==> src/rtl/hbs_pkg.sv <==
package hbs_pkg;
  typedef enum logic [1:0] {
    ST_IDLE  = 2'd0,
    ST_LEAD  = 2'd1,
    ST_ON    = 2'd2,
    ST_TRAIL = 2'd3
  } seq_st_t;

  typedef enum logic {
    SIDE_LO = 1'b0,
    SIDE_HI = 1'b1
  } side_t;

  localparam int GAP_SEL_N = 4;
endpackage

==> src/rtl/hbs_phase.sv <==
module hbs_phase
  import hbs_pkg::*;
(
  input  logic  clk,
  input  logic  rst_n,
  input  logic  clr,
  input  logic  adv,
  output side_t phase
);
  always_ff @(posedge clk or negedge rst_n) begin
    if (!rst_n)   phase <= SIDE_LO;
    else if (clr) phase <= SIDE_LO;
    else if (adv) phase <= (phase == SIDE_LO) ? SIDE_HI : SIDE_LO;
  end
endmodule

==> src/rtl/hbs_gap_sel.sv <==
module hbs_gap_sel
  import hbs_pkg::*;
#(
  parameter int W = 8
) (
  input  logic [W-1:0] gap_lo_on,
  input  logic [W-1:0] gap_lo_off,
  input  logic [W-1:0] gap_hi_on,
  input  logic [W-1:0] gap_hi_off,
  input  side_t        side,
  input  logic         trail,
  output logic [W-1:0] gap_val
);
  localparam int SW = $clog2(GAP_SEL_N);

  logic [W-1:0] raw  [GAP_SEL_N];
  logic [W-1:0] norm [GAP_SEL_N];
  logic [SW-1:0] idx;

  assign raw[0] = gap_lo_on;
  assign raw[1] = gap_lo_off;
  assign raw[2] = gap_hi_on;
  assign raw[3] = gap_hi_off;

  for (genvar g = 0; g < GAP_SEL_N; g++) begin : g_norm
    assign norm[g] = (raw[g] == '0) ? W'(1) : raw[g];
  end

  assign idx     = {side, trail};
  assign gap_val = norm[idx];
endmodule

==> src/rtl/hbs_gap_timer.sv <==
module hbs_gap_timer #(
  parameter int W = 8
) (
  input  logic         clk,
  input  logic         rst_n,
  input  logic         clr,
  input  logic         load,
  input  logic [W-1:0] load_val,
  input  logic         tick,
  output logic         last
);
  logic [W-1:0] cnt;

  always_ff @(posedge clk or negedge rst_n) begin
    if (!rst_n)     cnt <= '0;
    else if (clr)   cnt <= '0;
    else if (load)  cnt <= load_val;
    else if (tick && cnt != '0) cnt <= cnt - W'(1);
  end

  assign last = (cnt == W'(1));
endmodule

==> src/rtl/hbs_seq_fsm.sv <==
module hbs_seq_fsm
  import hbs_pkg::*;
(
  input  logic    clk,
  input  logic    rst_n,
  input  logic    run,
  input  logic    strobe,
  input  logic    req,
  input  logic    hold,
  input  side_t   phase,
  input  logic    tmr_last,
  output logic    accept,
  output logic    tmr_load,
  output logic    tmr_tick,
  output logic    sel_trail,
  output side_t   sel_side,
  output seq_st_t st,
  output side_t   act_side
);
  seq_st_t nxt;
  logic    go;
  logic    start_ok;

  assign go       = req && !(act_side == SIDE_HI && hold);
  assign start_ok = req && !(phase == SIDE_HI && hold);

  always_comb begin
    nxt      = st;
    accept   = 1'b0;
    tmr_load = 1'b0;
    tmr_tick = 1'b0;
    unique case (st)
      ST_IDLE: begin
        if (strobe) begin
          accept = 1'b1;
          if (start_ok) begin
            nxt      = ST_LEAD;
            tmr_load = 1'b1;
          end
        end
      end
      ST_LEAD: begin
        if (!go)           nxt = ST_IDLE;
        else if (tmr_last) nxt = ST_ON;
        else               tmr_tick = 1'b1;
      end
      ST_ON: begin
        if (!go) begin
          nxt      = ST_TRAIL;
          tmr_load = 1'b1;
        end
      end
      ST_TRAIL: begin
        if (tmr_last) nxt = ST_IDLE;
        else          tmr_tick = 1'b1;
      end
      default: nxt = ST_IDLE;
    endcase
    if (!run) begin
      nxt      = ST_IDLE;
      accept   = 1'b0;
      tmr_load = 1'b0;
      tmr_tick = 1'b0;
    end
  end

  always_ff @(posedge clk or negedge rst_n) begin
    if (!rst_n) begin
      st       <= ST_IDLE;
      act_side <= SIDE_LO;
    end else begin
      st <= nxt;
      if (accept) act_side <= phase;
    end
  end

  assign sel_side  = (st == ST_IDLE) ? phase : act_side;
  assign sel_trail = (st == ST_ON);
endmodule

==> src/rtl/hbs_drive_seq.sv <==
module hbs_drive_seq
  import hbs_pkg::*;
#(
  parameter int W = 8
) (
  input  logic         clk,
  input  logic         rst_n,
  input  logic         run_en,
  input  logic         cyc_strobe,
  input  logic         pwm_on,
  input  logic         hs_hold,
  input  logic [W-1:0] gap_lo_on,
  input  logic [W-1:0] gap_lo_off,
  input  logic [W-1:0] gap_hi_on,
  input  logic [W-1:0] gap_hi_off,
  output logic         pri_lo,
  output logic         pri_hi,
  output logic         sec_lo,
  output logic         sec_hi
);
  side_t        phase;
  side_t        sel_side;
  side_t        act_side;
  seq_st_t      st;
  logic         accept;
  logic         tmr_load;
  logic         tmr_tick;
  logic         tmr_last;
  logic         sel_trail;
  logic [W-1:0] gap_val;

  hbs_phase u_phase (
    .clk   (clk),
    .rst_n (rst_n),
    .clr   (!run_en),
    .adv   (accept),
    .phase (phase)
  );

  hbs_gap_sel #(.W(W)) u_sel (
    .gap_lo_on  (gap_lo_on),
    .gap_lo_off (gap_lo_off),
    .gap_hi_on  (gap_hi_on),
    .gap_hi_off (gap_hi_off),
    .side       (sel_side),
    .trail      (sel_trail),
    .gap_val    (gap_val)
  );

  hbs_gap_timer #(.W(W)) u_tmr (
    .clk      (clk),
    .rst_n    (rst_n),
    .clr      (!run_en),
    .load     (tmr_load),
    .load_val (gap_val),
    .tick     (tmr_tick),
    .last     (tmr_last)
  );

  hbs_seq_fsm u_fsm (
    .clk       (clk),
    .rst_n     (rst_n),
    .run       (run_en),
    .strobe    (cyc_strobe),
    .req       (pwm_on),
    .hold      (hs_hold),
    .phase     (phase),
    .tmr_last  (tmr_last),
    .accept    (accept),
    .tmr_load  (tmr_load),
    .tmr_tick  (tmr_tick),
    .sel_trail (sel_trail),
    .sel_side  (sel_side),
    .st        (st),
    .act_side  (act_side)
  );

  // Drives are gated by run_en so a shutdown takes effect without a clock edge.
  assign pri_lo = run_en && (st == ST_ON)   && (act_side == SIDE_LO);
  assign pri_hi = run_en && (st == ST_ON)   && (act_side == SIDE_HI);
  assign sec_lo = run_en && (st != ST_IDLE) && (act_side == SIDE_LO);
  assign sec_hi = run_en && (st != ST_IDLE) && (act_side == SIDE_HI);
endmodule

==> config.mk <==
export PLATFORM = sky130hd
export DESIGN_NAME = hbs_drive_seq
export DESIGN_NICKNAME = d
export VERILOG_FILES = /design/src/rtl/hbs_pkg.sv /design/src/rtl/hbs_phase.sv /design/src/rtl/hbs_gap_sel.sv /design/src/rtl/hbs_gap_timer.sv /design/src/rtl/hbs_seq_fsm.sv /design/src/rtl/hbs_drive_seq.sv
export SDC_FILE = /design/constraint.sdc
export NUM_CORES = 1
export LEC_CHECK = 0
export BUFFER_PORTS_ARGS = -buffer_cell sky130_fd_sc_hd__buf_4
export CAP_MARGIN = 40
export CORE_MARGIN = 2
export CORE_UTILIZATION = 25
export CTS_BUF_LIST = sky130_fd_sc_hd__clkbuf_16
export CTS_CLUSTER_DIAMETER = 150
export DETAILED_ROUTE_END_ITERATION = 7
export HOLD_SLACK_MARGIN = 0.12
export SLEW_MARGIN = 10
export SYNTH_ARGS = -nofsm -noshare
export SYNTH_HDL_FRONTEND = slang
export SYNTH_SLANG_ARGS = --single-unit
==> constraint.sdc <==
create_clock -name clk -period 3.5 [get_ports clk]
set_input_delay 0.875 -clock clk [delete_from_list [all_inputs] [get_ports clk]]
set_output_delay 0.875 -clock clk [all_outputs]
set_load 0.01 [all_outputs]
=== After elaboration in Yosys (flattened, before gate mapping) ===
Index checks and enable logic that the tools add are counted.

* Flip-flop bits (word level): 12
* Latch bits: 0
* RAM bits: 0
* ROM bits: 0
* Input port bits: 38
* Output and inout port bits: 4
* Logic and storage cells: 74
* Memories kept: 0

* Add/sub/neg operators: 1
* $mul: 0
* Div/mod/pow operators: 0
* $lt $le $gt $ge: 1
* Equal/unequal tests: 11
* Shift-type cells: 0
* Mux-type cells: 34
* Bitwise gates (word level): 2
* Reductions and logical operators: 21

{| class="wikitable"
|+ Operator list
! operator !! count
|-
| $mux 8 || 9
|-
| $logic_not 8->1 || 4
|-
| $bmux 8 s2 || 1
|-
| $mux 1 || 14
|-
| $mux 2 || 7
|-
| $logic_and 1x1->1 || 11
|-
| $ne 3x3->1 const B || 3
|-
| $eq 8x1->1 const B || 1
|-
| $pmux 2 s4 || 1
|-
| $reduce_bool 8->1 || 1
|-
| $sub 8x1->8 const B || 1
|-
| $reduce_and 5->1 || 1
|-
| $eq 2x2->1 const B || 2
|-
| $ne 4x4->1 const B || 1
|-
| $pmux 1 s2 || 2
|-
| $ge 3x3->1 const B || 1
|-
| $ne 3x1->1 const B || 1
|-
| $ne 3x2->1 const B || 1
|-
| $not 2->3 || 1
|-
| $eq 2x1->1 const B || 1
|-
| $logic_not 1->1 || 2
|-
| $logic_not 2->1 || 1
|-
| $ne 2x1->1 const B || 1
|-
| $reduce_bool 2->1 || 1
|-
| $not 1->1 || 1
|}

=== Logic depth before layout (Yosys ltp) ===
* Word-level depth: 10
* Mapped depth: 7
* Mapped depth without buffers: 6

=== Modules after synthesis ===
Synthesis repeated with hierarchy kept, for this count alone.

* Cells, all modules: 119
* Area total of the unflattened synthesis: 1,121.1 um2

{| class="wikitable"
|+ By module, submodules not included
! module !! times used !! cells an instance !! area an instance (um2) !! sequential area each (um2)
|-
| hbs_gap_timer || 1 || 63 || 565.5 || 200.2
|-
| hbs_gap_sel || 1 || 22 || 279.0 || 0.0
|-
| hbs_seq_fsm || 1 || 22 || 200.2 || 75.1
|-
| hbs_drive_seq || 1 || 9 || 38.8 || 0.0
|-
| hbs_phase || 1 || 3 || 37.5 || 25.0
|}

=== Worst setup path before layout ===
No wires, ideal clock.

* Path kind: input to output
* Start: input run_en
* End: output sec_lo
* Data arrival time: 1,308 ps
* Data required time: 2,625 ps
* Path slack: 1,317 ps
* Cell stages on the path: 3
* Path buffers: 1
* Cells stage by stage: buf_2 -> nand2b_1 -> nor2_1

* Word-level cells in the longest chain between the ends: 2

{| class="wikitable"
|+ Ends and longest elaborated chain
! item !! line !! source
|-
| from (decl) || hbs_drive_seq.sv:8 || <nowiki>input logic run_en,</nowiki>
|-
| $logic_and 1x1->1 (2 in a row) || hbs_drive_seq.sv:81 || <nowiki>assign sec_lo = run_en && (st != ST_IDLE) && (act_side == SIDE_LO);</nowiki>
|-
| to (decl) || hbs_drive_seq.sv:18 || <nowiki>output logic sec_lo,</nowiki>
|}

No other way between the ends.

=== Worst setup path in the final report ===
* Start: register u_fsm.st[0]
* End: output pri_hi

* Word-level cells in the longest chain between the ends: 3

{| class="wikitable"
|+ Ends and longest elaborated chain
! item !! line !! source
|-
| from (decl) || hbs_seq_fsm.sv:17 || <nowiki>output seq_st_t st,</nowiki>
|-
| from (signal assigned) || hbs_seq_fsm.sv:72 || <nowiki>st <= nxt;</nowiki>
|-
| $eq 2x2->1 || hbs_drive_seq.sv:80 || <nowiki>assign pri_hi = run_en && (st == ST_ON) && (act_side == SIDE_HI);</nowiki>
|-
| $logic_and 1x1->1 (2 in a row) || hbs_drive_seq.sv:80 ||
|-
| to (decl) || hbs_drive_seq.sv:17 || <nowiki>output logic pri_hi,</nowiki>
|}

No other way between the ends.

==> impl_metrics.yaml <==
logic_synthesis:
  synthTopCellsByArea: "dfrtp_1 25%, mux2i_1 5.9%, mux4_2 5.7%"
  ys_ff_latch: 12
  synth_top_area_share: 0.255
  yosys_warnings: 0
  yosysTopAreaCell: "dfrtp_1"
  synthCells: 131
  netlist_area_mm2: 0.00118
  ys_seq_area_frac: 0.255
  ys_types: 44
  syn_nets: 171
  syn_avg_cell_area_um2: 9.01
sta:
  final_hold_viol_count: 0
  slew-limit-headroom: 0.497
  skew_ns: 0.000689
  rsz0062_at_grt: "no"
  min_period_ns: 2.24
  finalSetupTns_ns: 0
  setup_viol: 0
  post-route-period-util: 0.639
  slew_viol_final: 0
  setup_ws_ns: 1.26
  fmax_mhz: 447
  max_slew.worst_pin.slew_ns: 0.753
placed_design:
  dp_hpwl_um: 2630
  post-place-ws_ns: 1.27
  placement.io_buffers: 41
  place.gp.congestion: 0.808
  place_area_mm2: 0.00151
detailed_routing:
  drc_errors: 0
  first_pass_iters: 5
  viasPerCell: 5.19
  drt-total-wl_um: 3260
  wl_per_cell_um: 14.7
  vias: 1152
  drtAntennaViolNets: 0
  drt_iter0_markers: 38
final_layout:
  diodes: 0
  drive_gt1_frac: 0.365
  fillCellCount: 481
  area_growth_pct: 35.0
  final_nets: 211
  postLayoutCellArea_mm2: 0.00159
power:
  leakagePower_nw: 0.664
  p_int_uw: 400
  power_frac_comb: 0.306
  power_per_cell_area_mw_per_mm2: 363
  peakVddDrop_uv: 138
  clock_power_share: 0.370
  p_sw_uw: 178
  switching_share: 0.308
  total_power_uw: 578
  seqPwrFrac: 0.324
setup_path:
  end_kind: "primary output"
  arrival_ns: 1.36
  required_ns: 2.62
  critical_path_class: "flip-flop to primary output"
  start_kind: "flip-flop"
  path_max_fanout: 11
clock_tree:
  clock_sinks: 12
  clk_pin_slew_worst_paths_ns: 0.04
  cts_tree: "done"
  cts_buffers: 3
  htreeDepth: 1
  cts_root_buf: "clkbuf_16"
  clock_latency_ns: 0.24
  clk_path_buf_depth: 2
  ctsHoldBuffers: 0
  post_cts_buffers: 0
  cts_resized: 0
floorplan:
  die_h_um: 72.7
  pin_count: 42
  die_w_um: 72.7
  core_mm2: 0.00444
  die_area_mm2: 0.00529
  initial_core_util: 0.265
  rows: 24
grt:
  grt_overflow: 0
  grt_max_degree: 15
  antenna_found_initial: 0
  grt_pass1_wl_um: 5550
  grt_pass1_vias: 1238
  grt_usage: 0.136
status:
  status: "complete, no violations"
min_path:
  hold_path.class: "input pin to asynchronous set/reset pin"
flow_run:
  cap_violations: 0
==> through the flow <==
stage               instances  hold slack (ns)  utilization
floorplan                 131            0.579            -
global placement          218            0.627        0.341
detailed placement        218            0.640        0.341
CTS                       222            0.473        0.358
global route              222            0.474        0.358
finish                    222            0.466        0.358
==> layout make-up <==
type / count / area [um^2] / share of cell area
multi-input combinational: 109 / 822 / 0.516
timing repair buffer: 42 / 315 / 0.198
sequential: 12 / 300 / 0.189
clock buffer: 3 / 75.1 / 0.0471
tap: 52 / 65.1 / 0.0408
inverter: 3 / 11.3 / 0.00707
clock inverter: 1 / 3.75 / 0.00236
==> path summary, 6_finish.rpt <==
check	startpoint	to	slack [ns]	cells after the start
max	u_fsm.st[0]	pri_hi	1.26	3
min	rst_n	u_phase.phase	0.47	1
max reg2reg	u_fsm.st[0]	u_tmr.cnt[7]	1.38	4
min reg2reg	u_tmr.cnt[4]	u_tmr.cnt[4]	0.64	2
max in group asynchronous	rst_n	u_tmr.cnt[4]	2.87	1
min in group clk	u_tmr.cnt[4]	u_tmr.cnt[4]	0.64	2
==> power groups by stage <==
stage	combinational [mW]	sequential [mW]	clock, mW
final	0.177	0.187	0.214
after global routing	0.197	0.191	0.222
after CTS	0.178	0.187	0.217
after detailed placement	0.177	0.189	0
after global placement	0.177	0.189	0
after floorplan	0.135	0.167	0
==> layer usage <==
metal  vias up  track usage  wire length (um)
met2        44        0.242              1590
met3         5      0.00691               146
met4         0       0.0741                82
li1        579            -                 -
met5         -            0                 0
met1       524        0.163              1440
==> synthesized netlist by cell type <==
master	count
mux2_4	1
nand2b_1	2
a211oi_2	3
nor2_2	1
inv_1	3
o21ai_1	1
o21bai_1	1
a21bo_2	1
xor2_1	2
a221oi_1	1
nand2_1	8
o211ai_1	2
o22ai_1	3
a21oi_1	6
a32oi_4	1
o21a_1	1
nor2_1	10
ha_1	2
a211o_1	1
mux2_2	1
nor4_2	1
buf_2	4
and3_1	1
and2_4	1
and2_1	1
mux2i_1	7
nand2b_4	1
nor4_1	5
nor3b_2	1
a211oi_1	8
xnor2_1	3
nand3_1	5
mux2i_2	1
clkbuf_1	1
or3_1	2
a21boi_0	1
mux4_2	3
nor2b_1	6
buf_6	2
o211ai_2	1
o21ai_0	1
nor3_1	11
nand4_1	1
dfrtp_1	12
==> logic make-up after synthesis <==
family | count (synthesis) | share of synthesized area
DFF | 12 | 0.255
buffers and inverters | 10 | 0.0488
muxes | 13 | 0.151
AOI/OAI and AO/OA | 32 | 0.222
adders and majority gates | 2 | 0.0212
and+or+nand+nor | 57 | 0.266
xor gates and xnor gates | 5 | 0.0371
==> sequential cells by signal (all words and copies together), names as in the netlist <==
signal / cells
u_tmr.cnt: 8
u_fsm.st: 2
u_phase.phase: 1
u_fsm.act_side: 1
==> cells in the final DEF (no fill, tap or decap), drive strengths merged, types with 2 or more instances in the layout <==
master	n
clkbuf	3
o211ai	3
o22ai	3
nor4	6
ha	2
nor2b	6
xor2	2
buf	42
nor3	11
mux2i	8
nand2	8
nand3	5
or3	2
xnor2	3
mux4	3
dfrtp	12
nor2	11
a21oi	6
o21ai	2
mux2	2
and2	2
inv	3
nand2b	3
a211oi	11
==> critical path, stage by stage, from the launching register on <==
cell      delay (ns)
dfrtp_1         0.53
nand2b_1        0.30
nor2_1          0.15
buf_4           0.14
No activity file was read; power rests on OpenSTA's default activity.
